### config.mk
export PLATFORM = sky130hd
export DESIGN_NAME = eprom_rd_ctrl
export DESIGN_NICKNAME = d
export VERILOG_FILES = /design/src/rtl/erc_pkg.sv /design/src/rtl/erc_cs_decode.sv /design/src/rtl/erc_access_timer.sv /design/src/rtl/erc_float_guard.sv /design/src/rtl/eprom_rd_ctrl.sv
export SDC_FILE = /design/constraint.sdc
export NUM_CORES = 1
export LEC_CHECK = 0
export CAP_MARGIN = 20
export CELL_PAD_IN_SITES_DETAIL_PLACEMENT = 2
export CELL_PAD_IN_SITES_GLOBAL_PLACEMENT = 2
export CORE_UTILIZATION = 28
export DETAILED_ROUTE_END_ITERATION = 7
export HOLD_SLACK_MARGIN = 0.1
export PLACE_DENSITY = 0.86
export SYNTH_ARGS = -nofsm -noshare
export SYNTH_HDL_FRONTEND = slang
export SYNTH_HIERARCHICAL = 1
export SYNTH_SLANG_ARGS = --single-unit
### constraint.sdc
create_clock -name clk -period 2.5 [get_ports clk]
set_clock_uncertainty 0.1 [all_clocks]
set_input_delay 0.25 -clock clk [delete_from_list [all_inputs] [get_ports clk]]
set_output_delay 0.25 -clock clk [all_outputs]
set_load 0.05 [all_outputs]
### src/rtl/erc_pkg.sv
package erc_pkg;

   typedef enum logic {
      ST_IDLE   = 1'b0,
      ST_ACCESS = 1'b1
   } erc_state_e;

   function automatic int imax(input int a, input int b);
      return (a > b) ? a : b;
   endfunction

endpackage

### src/rtl/erc_cs_decode.sv
module erc_cs_decode #(
   parameter int NDEV  = 4,
   parameter int DEV_W = 2
) (
   input  logic             clk,
   input  logic             rst_n,
   input  logic             load_i,
   input  logic             drop_i,
   input  logic [DEV_W-1:0] sel_i,
   output logic [NDEV-1:0]  ce_n_o
);

   logic [NDEV-1:0] ce_n_q;
   logic [NDEV-1:0] ce_n_nxt;

   for (genvar i = 0; i < NDEV; i++) begin : g_sel
      assign ce_n_nxt[i] = (sel_i != DEV_W'(i));
   end

   always_ff @(posedge clk) begin
      if (!rst_n) begin
         ce_n_q <= '1;
      end else if (load_i) begin
         ce_n_q <= ce_n_nxt;
      end else if (drop_i) begin
         ce_n_q <= '1;
      end
   end

   assign ce_n_o = ce_n_q;

   AST_CE_ONEHOT: assert property (@(posedge clk) disable iff (!rst_n)
      $countones(~ce_n_q) <= 1);

endmodule

### src/rtl/erc_access_timer.sv
module erc_access_timer #(
   parameter int T_ACC   = 50,
   parameter int T_OE    = 25,
   parameter int OE_LEAD = 25
) (
   input  logic clk,
   input  logic rst_n,
   input  logic start_i,
   input  logic stop_i,
   input  logic oe_allow_i,
   output logic oe_n_o,
   output logic ready_o
);

   localparam int CW = $clog2(T_ACC + T_OE + OE_LEAD + 2);
   localparam logic [CW-1:0] ACC_TH  = CW'(T_ACC - 1);
   localparam logic [CW-1:0] OEA_TH  = CW'(T_OE - 1);
   localparam logic [CW-1:0] LEAD_TH = CW'((OE_LEAD > 0) ? OE_LEAD - 1 : 0);
   localparam logic [CW-1:0] CNT_MAX = '1;

   logic          active_q;
   logic          oe_n_q;
   logic [CW-1:0] ce_cnt_q;
   logic [CW-1:0] oe_cnt_q;

   always_ff @(posedge clk) begin
      if (!rst_n) begin
         active_q <= 1'b0;
         oe_n_q   <= 1'b1;
         ce_cnt_q <= '0;
         oe_cnt_q <= '0;
      end else if (start_i) begin
         active_q <= 1'b1;
         oe_n_q   <= 1'b1;
         ce_cnt_q <= '0;
         oe_cnt_q <= '0;
      end else if (stop_i) begin
         active_q <= 1'b0;
         oe_n_q   <= 1'b1;
      end else if (active_q) begin
         if (ce_cnt_q != CNT_MAX) begin
            ce_cnt_q <= ce_cnt_q + 1'b1;
         end
         if (oe_n_q) begin
            if ((ce_cnt_q >= LEAD_TH) && oe_allow_i) begin
               oe_n_q   <= 1'b0;
               oe_cnt_q <= '0;
            end
         end else if (oe_cnt_q != CNT_MAX) begin
            oe_cnt_q <= oe_cnt_q + 1'b1;
         end
      end
   end

   assign oe_n_o  = oe_n_q;
   assign ready_o = active_q && !oe_n_q && (ce_cnt_q >= ACC_TH) && (oe_cnt_q >= OEA_TH);

   AST_OE_AFTER_LEAD: assert property (@(posedge clk) disable iff (!rst_n)
      $fell(oe_n_q) |-> (ce_cnt_q > LEAD_TH));

endmodule

### src/rtl/erc_float_guard.sv
module erc_float_guard #(
   parameter int DEV_W   = 2,
   parameter int T_FLOAT = 15
) (
   input  logic             clk,
   input  logic             rst_n,
   input  logic             release_i,
   input  logic [DEV_W-1:0] rel_dev_i,
   input  logic [DEV_W-1:0] cur_dev_i,
   output logic             oe_ok_o
);

   localparam int FW = $clog2(T_FLOAT + 2);

   logic [FW-1:0]    flt_q;
   logic [DEV_W-1:0] last_dev_q;

   always_ff @(posedge clk) begin
      if (!rst_n) begin
         flt_q      <= '0;
         last_dev_q <= '0;
      end else if (release_i) begin
         flt_q      <= FW'(T_FLOAT);
         last_dev_q <= rel_dev_i;
      end else if (flt_q != '0) begin
         flt_q <= flt_q - 1'b1;
      end
   end

   assign oe_ok_o = (flt_q <= FW'(1)) || (cur_dev_i == last_dev_q);

endmodule

### src/rtl/eprom_rd_ctrl.sv
module eprom_rd_ctrl #(
   parameter int NDEV    = 4,
   parameter int ADDR_W  = 12,
   parameter int DATA_W  = 8,
   parameter int T_ADDR  = 50,
   parameter int T_CE    = 50,
   parameter int T_OE    = 25,
   parameter int T_FLOAT = 15,
   localparam int DEV_W  = $clog2(NDEV)
) (
   input  logic                    clk,
   input  logic                    rst_n,
   input  logic                    req_i,
   input  logic [DEV_W+ADDR_W-1:0] req_addr_i,
   output logic                    busy_o,
   output logic                    ack_o,
   output logic [DATA_W-1:0]       rdata_o,
   output logic [ADDR_W-1:0]       rom_addr_o,
   output logic [NDEV-1:0]         rom_ce_n_o,
   output logic                    rom_oe_n_o,
   input  logic [DATA_W-1:0]       rom_data_i
);
   import erc_pkg::*;

   localparam int T_ACC   = imax(T_ADDR, T_CE);
   localparam int OE_LEAD = imax(T_ACC - T_OE, 0);
   localparam int HA_W    = DEV_W + ADDR_W;
   localparam int GW      = $clog2(T_FLOAT + 2);

   if (NDEV < 2 || (NDEV & (NDEV - 1)) != 0) begin : g_bad_ndev
      $error("NDEV must be a power of two of at least 2");
   end
   if (T_ADDR < 1 || T_CE < 1 || T_OE < 1) begin : g_bad_timing
      $error("access times must be at least one cycle");
   end
   if (T_FLOAT < 0 || ADDR_W < 1 || DATA_W < 1) begin : g_bad_width
      $error("float time must be non-negative and widths positive");
   end

   erc_state_e        state_q;
   logic [ADDR_W-1:0] word_q;
   logic [DEV_W-1:0]  sel_q;
   logic              ack_q;
   logic [DATA_W-1:0] rdata_q;
   logic              accept;
   logic              capture;
   logic              oe_ok;
   logic              oe_n;
   logic [NDEV-1:0]   ce_n;

   assign accept = req_i && (state_q == ST_IDLE);

   always_ff @(posedge clk) begin
      if (!rst_n) begin
         state_q <= ST_IDLE;
         word_q  <= '0;
         sel_q   <= '0;
         ack_q   <= 1'b0;
         rdata_q <= '0;
      end else begin
         ack_q <= 1'b0;
         if (accept) begin
            state_q <= ST_ACCESS;
            word_q  <= req_addr_i[ADDR_W-1:0];
            sel_q   <= req_addr_i[HA_W-1:ADDR_W];
         end else if (capture) begin
            state_q <= ST_IDLE;
            rdata_q <= rom_data_i;
            ack_q   <= 1'b1;
         end
      end
   end

   erc_cs_decode #(.NDEV(NDEV), .DEV_W(DEV_W)) u_decode (
      .clk    (clk),
      .rst_n  (rst_n),
      .load_i (accept),
      .drop_i (capture),
      .sel_i  (req_addr_i[HA_W-1:ADDR_W]),
      .ce_n_o (ce_n)
   );

   erc_access_timer #(.T_ACC(T_ACC), .T_OE(T_OE), .OE_LEAD(OE_LEAD)) u_timer (
      .clk        (clk),
      .rst_n      (rst_n),
      .start_i    (accept),
      .stop_i     (capture),
      .oe_allow_i (oe_ok),
      .oe_n_o     (oe_n),
      .ready_o    (capture)
   );

   erc_float_guard #(.DEV_W(DEV_W), .T_FLOAT(T_FLOAT)) u_guard (
      .clk       (clk),
      .rst_n     (rst_n),
      .release_i (capture),
      .rel_dev_i (sel_q),
      .cur_dev_i (sel_q),
      .oe_ok_o   (oe_ok)
   );

   assign busy_o     = (state_q == ST_ACCESS);
   assign ack_o      = ack_q;
   assign rdata_o    = rdata_q;
   assign rom_addr_o = word_q;
   assign rom_ce_n_o = ce_n;
   assign rom_oe_n_o = oe_n;

   // checker state: cycles since the last release, and which device it was
   logic [GW-1:0]    chk_gap_q;
   logic [DEV_W-1:0] chk_dev_q;
   logic             chk_vld_q;

   always_ff @(posedge clk) begin
      if (!rst_n) begin
         chk_gap_q <= '0;
         chk_dev_q <= '0;
         chk_vld_q <= 1'b0;
      end else if (ack_q) begin
         chk_gap_q <= GW'(1);
         chk_dev_q <= sel_q;
         chk_vld_q <= 1'b1;
      end else if (chk_gap_q < GW'(T_FLOAT)) begin
         chk_gap_q <= chk_gap_q + 1'b1;
      end
   end

   AST_OE_WITH_CE: assert property (@(posedge clk) disable iff (!rst_n)
      !rom_oe_n_o |-> (rom_ce_n_o != '1));
   AST_ACK_PULSE: assert property (@(posedge clk) disable iff (!rst_n)
      ack_o |=> !ack_o);
   AST_RELEASE: assert property (@(posedge clk) disable iff (!rst_n)
      ack_o |-> (rom_ce_n_o == '1) && rom_oe_n_o && !busy_o);
   AST_FLOAT_GAP: assert property (@(posedge clk) disable iff (!rst_n)
      ($fell(rom_oe_n_o) && chk_vld_q && (sel_q != chk_dev_q)) |-> (chk_gap_q >= GW'(T_FLOAT)));
   AST_BUSY_HOLD: assert property (@(posedge clk) disable iff (!rst_n)
      (busy_o && req_i) |=> $stable(rom_addr_o));
   AST_ADDR_STABLE: assert property (@(posedge clk) disable iff (!rst_n)
      ((rom_ce_n_o != '1) && $past(rom_ce_n_o != '1)) |-> $stable(rom_addr_o));

endmodule

# Word level (Yosys, flattened, before mapping)
# Cells that the tools add are included.
# classes
add_sub_neg	3
order_cmp	4
eq_ne	7
mux	12
bitwise	4
n_reduce_logical	18
# ops
operator	n
$mux 7	3
$mux 4	4
$add 7x1->7 const B	2
$ge 7x5->1 const B	2
$ne 7x7->1 const B	2
$reduce_bool 2->1	4
$ge 7x6->1 const B	1
$ne 2x2->1 const B	3
$le 5x1->1 const B	1
$logic_and 1x1->1	5
$mux 1	5
$reduce_bool 5->1	1
$sub 5x1->5 const B	1
$not 1->1	4
$reduce_and 4->1	1
$reduce_or 2->1	2
$reduce_and 3->1	1
$reduce_or 3->1	1
$eq 2x2->1	1
$ne 2x1->1 const B	1
$reduce_and 2->1	1
$logic_not 1->1	1
$logic_or 1x1->1	1
# word_totals
reg_bits	50
inputBits	25

# Depth between registers and ports, before layout
# Gate-level depths: netlist of the first run.
# depth
word_depth	6
ltp_mapped	10
depth_no_buf	10

# By module
# Netlist of the first run, hierarchy kept.
# by_module_without_submodules
mod	n_inst	cells_each	area_per_inst_um2	seq_area_each_um2
eprom_rd_ctrl	1	105	948.4	480.5
erc_access_timer	1	100	914.6	320.3
erc_float_guard	1	39	400.4	140.1
erc_cs_decode	1	16	161.4	80.1

# Least setup slack after synthesis of the first run
# OpenSTA, ideal clock, no wires.
# synth_timing
kind	register -> register
start	reg u_timer.oe_n_q (netlist: u_timer/oe_n_o)
end	reg u_timer.oe_cnt_q[2]
setup_ps	58
t_arrival_ps	2575
required_ps	2342
path_slack_ps	-233
stages_incl_launch_ff	7
path_buffers	1
period_less_slack_ps	2733
cell_sequence	dfxtp_1 buf_2 nor4b_1 and2b_1 and3_1 o221ai_1 o211a_1
# synth_between
elab_chain_cells	6
elab_cells_between_ends	9
cone_classes	eq/ne: 1; mux: 1; bitwise: 1; reduce/logical: 6
# synth_rtl
element	line	source
from (decl)	erc_access_timer.sv:22	logic oe_n_q;
from (signal assigned)	erc_access_timer.sv:29	oe_n_q <= 1'b1;
from (signal assigned)	erc_access_timer.sv:34	oe_n_q <= 1'b1;
from (signal assigned)	erc_access_timer.sv:39	oe_n_q <= 1'b1;
$logic_not 1->1	erc_access_timer.sv:56	assign ready_o = active_q && !oe_n_q && (ce_cnt_q >= ACC_TH) && (oe_cnt_q >= OEA_TH);
$logic_and 1x1->1 (3 in a row)	erc_access_timer.sv:56	
net capture	eprom_rd_ctrl.sv:46	logic capture;
$not 1->1 (no line)	-	
$reduce_and 4->1 (no line)	-	
to (signal assigned)	erc_access_timer.sv:50	oe_cnt_q <= oe_cnt_q + 1'b1;
to (decl)	erc_access_timer.sv:24	logic [CW-1:0] oe_cnt_q;
# The timed path passes the listed nets, and every way through them passes these cells.
# A chain may end at the register's enable or synchronous reset.

# Final worst setup path of the first run
# layout_timing
start	reg u_timer.ce_cnt_q[1]
end	reg u_timer.oe_cnt_q[4]
# layout_between
elab_chain_cells	5
elab_cells_between_ends	8
cone_classes	order compare: 2; eq/ne: 1; bitwise: 1; reduce/logical: 4
# layout_rtl
element	line	source
from (decl)	erc_access_timer.sv:23	logic [CW-1:0] ce_cnt_q;
from (signal assigned)	erc_access_timer.sv:42	ce_cnt_q <= ce_cnt_q + 1'b1;
$ge 7x6->1	erc_access_timer.sv:56	
$logic_and 1x1->1 (2 in a row)	erc_access_timer.sv:56	
net capture	eprom_rd_ctrl.sv:46	
$not 1->1 (no line)	-	
$reduce_and 4->1 (no line)	-	
# The timed path passes the listed nets, and every way through them passes these cells.

==> qor.yml, run 1 <==
status: "complete, no violations"
rsz0062_at_grt: "yes"
initial_core_util_pct: 29.2
clock_path_buffers: 2
antenna_found_initial: 0
drt_iter0_drc: 31
clock.fmax_mhz: 415
grt_pass1_wl_um: 11500
drive_gt1_share_pct: 14.1
async_reset_ff_share_pct: 0
synth_flop_cell: "dfxtp_1"
num_vias: 2177
design.die.area_um2: 9040
antenna_left: 0
h-tree-depth: 2
reg2regPathDepth: 10
critPathMaxFanout: 5
antennaDiodeCount: 0
crit_chain: "inv_4 > ha_4 > nor4_4 > nand2_1 > a31oi_4 > nor4b_4 > nand4bb_1 > a2111oi_4 > o22a_1 > a21oi_1"
synth.top_cell.area_share_pct: 42.1
yosysWarningCount: 6
timing.final.crit_share_pct: 96.3
finalHoldViolations: 0
yosysTopAreaCell: "dfxtp_1"
cts_buffers: 5
die_h_um: 95.1
tightest_slew_ps: 634
cp-start-kind: "register"
cap_violations: 0
clkLatencyLatePin_ps: 310
cp.required_ps: 2600
cts_tree: "yes"
io_buffer_count: 51
vias_per_cell: 5.21
power_per_cell_area_nw_per_um2: 597
grt_max_degree: 35
finalSetupTns_ps: 0
timing.rr.end: "u_timer/oe_cnt_q[4]"
cp.arrival_ps: 2500
wl_um: 7040
grt_usage_pct: 16.2
core_area_um2: 8300
stdcell_area_um2: 3220
area_growth_pct: 32.8
routabilityCongestion: 0.747
startpoint: "u_timer/ce_cnt_q[1]"
crit_end: "u_timer/oe_cnt_q[4]"
worstHoldStart: "rdata_o[3]"
slowest_delay_ps: 390
p_leak_nw: 1.18
r2r_slack_ps: 90
io_pins: 52
period_needed_ps: 2410
placementRows: 33
slew_headroom_pct: 57.7
ir_drop_uv: 259
cp_slowest_cell: "a2111oi_4"
synth_fp_nets: 293
drt-wirelength-per-cell_um: 16.8
syn_area_um2: 2420
ctsHoldBuffers: 0
syn_area_per_cell_um2: 9.33
cts_sinks: 51
setup-violations-final: 0
synthCells: 260
crit_type: "register to register"
die_w_um: 95.1
maxSlewViolCount: 0
synth-seq-cells: 51
globalRouteOverflowTotal: 0
dpl_cell_area_um2: 3050
n_fill_cell: 890
dr.pass1.iters: 4
seq_area_frac_synth_pct: 42.1
cts-root-buf: "clkbuf_8"
synth-edff-count: 0
drc: 0
ys_top_cells_by_area: "dfxtp_1 42%, nand2_1 6.2%, ha_1 4.1%"
final_nets: 345
end_kind: "register"
dp_hpwl_um: 5100
multi_input_area_um2: 1360
grt_pass1_vias: 2365
hold_class: "register to register"
r2r_start: "u_timer/ce_cnt_q[1]"
clk_pin_slew_ps: 100
ys_types: 60
regArea_um2: 1030
## Yosys cell counts, types with 2 or more instances
cell / instances
inv_1: 11
nor3_1: 5
o21ai_2: 9
a211o_1: 2
nand2b_1: 2
nor2_1: 6
mux2i_1: 4
a21oi_1: 5
o21a_1: 3
a21boi_0: 5
and2b_1: 2
o21ai_1: 6
buf_6: 4
nor2b_1: 4
o211a_1: 2
clkbuf_1: 6
nand3_1: 6
a31oi_1: 3
ha_1: 8
a311oi_1: 2
nor3b_1: 4
and3b_1: 2
nand2_1: 40
a31o_1: 2
o21ai_0: 6
buf_2: 2
xnor2_1: 2
nand4_1: 8
xor2_1: 2
nor4b_1: 2
a21boi_1: 9
dfxtp_1: 51
o31a_1: 3
and3_1: 3
and4_1: 4
## placed cells by master (no fill, tap or decap), types with 7 or more instances in the layout
master           instances
o21ai_2                  9
inv_1                   10
buf_4                    8
a21boi_1                 9
ha_1                     7
clkdlybuf4s50_1         51
nand4_1                  8
dfxtp_1                 49
nand2_1                 40
## worst min-delay path by stage
stage	endpoint	slack, ps	cells past startpoint
after global routing	rom_addr_o[0]	390	3
after global placement	rom_addr_o[9]	340	2
final	rdata_o[3]	370	2
after CTS	rdata_o[3]	370	2
after detailed placement	rdata_o[6]	360	2
after floorplan	u_decode/ce_n_o[1]	210	1
## cell type report
| class | instances | share of cell area (%) |
|---|---|---|
| clock buffer | 5 | 2.14 |
| clock inverter | 3 | 0.583 |
| inverter | 12 | 1.48 |
| multi-input combinational | 183 | 42.2 |
| sequential | 51 | 31.9 |
| tap | 105 | 4.08 |
| timing repair buffer | 59 | 17.7 |
## power by group
part	switching (W)	internal, W	leakage, nW
Combinational	0.000247	0.000244	0.714
Clock	0.000295	0.000198	0.0483
Sequential	0.0000734	0.000867	0.416
Total	0.000615	0.00131	1.18
## critical path, delay by kind of cell (launching register included)
family | cells | cell delay [ps]
AO/OA/AOI/OAI | 4 | 840
AND/OR/NAND/NOR | 4 | 760
flip-flops | 1 | 380
adder cells (fa/ha/maj) | 1 | 150
buffers and inverters | 1 | 50
## what timing repair did
action | 4_1_cts | 5_1_grt
buffers inserted | 0 | 1
resized for setup | 1 | 14
setup endpoints to repair | 5 | 12
pin swaps | 1 | 6
hold endpoints to repair | 0 | 0
gates cloned | 0 | 0
## per-stage QoR
step	setup WS, ps	instances	hold slack, ps	utilization [%]	total power [W]
finish	93.0	418	368	38.8	0.00192
detailed placement	-9.37	409	358	36.7	0.00145
global route	-37.2	418	395	38.8	0.00203
floorplan	129	260	209	-	0.00128
CTS	12.4	417	373	37.8	0.00194
global placement	107	409	343	36.7	0.00141
## flip-flops by register name (all words and copies together), names as in the netlist
name / flops
ack_o: 1
busy_o: 1
rdata_o: 8
rom_addr_o: 12
sel_q: 2
u_decode/ce_n_o: 4
u_guard/flt_q: 5
u_guard/last_dev_q: 2
u_timer/active_q: 1
u_timer/ce_cnt_q: 7
u_timer/oe_cnt_q: 7
u_timer/oe_n_o: 1
## metal layers
| layer | track usage [%] | share of wire [%] |
|---|---|---|
| met5 | 0 | 0 |
| met2 | 28.9 | 51 |
| met1 | 19.3 | 43 |
| met4 | 3.03 | 0.87 |
| met3 | 4.63 | 4.9 |
## kinds of logic (layout without fill, tap and decap cells)
family	Yosys count	count (layout)	share of synthesized area [%]
and+or+nand+nor	98	98	23.0
muxes	4	4	1.65
adders and majority gates	8	8	4.13
buffers and inverters	26	79	5.52
AOI/OAI and AO/OA	69	69	22.2
DFF	51	51	42.1
xor gates and xnor gates	4	4	1.45
Note: power is estimated with default switching activity, not from simulation.
==> inputs of run 2 (changes only) <==
--- a/config.mk
+++ b/config.mk
@@ -12,6 +12,7 @@
 export DETAILED_ROUTE_END_ITERATION = 7
 export HOLD_SLACK_MARGIN = 0.1
 export PLACE_DENSITY = 0.86
+export SKIP_LAST_GASP = 1
 export SYNTH_ARGS = -nofsm -noshare
 export SYNTH_HDL_FRONTEND = slang
 export SYNTH_HIERARCHICAL = 1
==> results of run 2 <==
Final layout, timing and power as in run 1 (identical DEF).
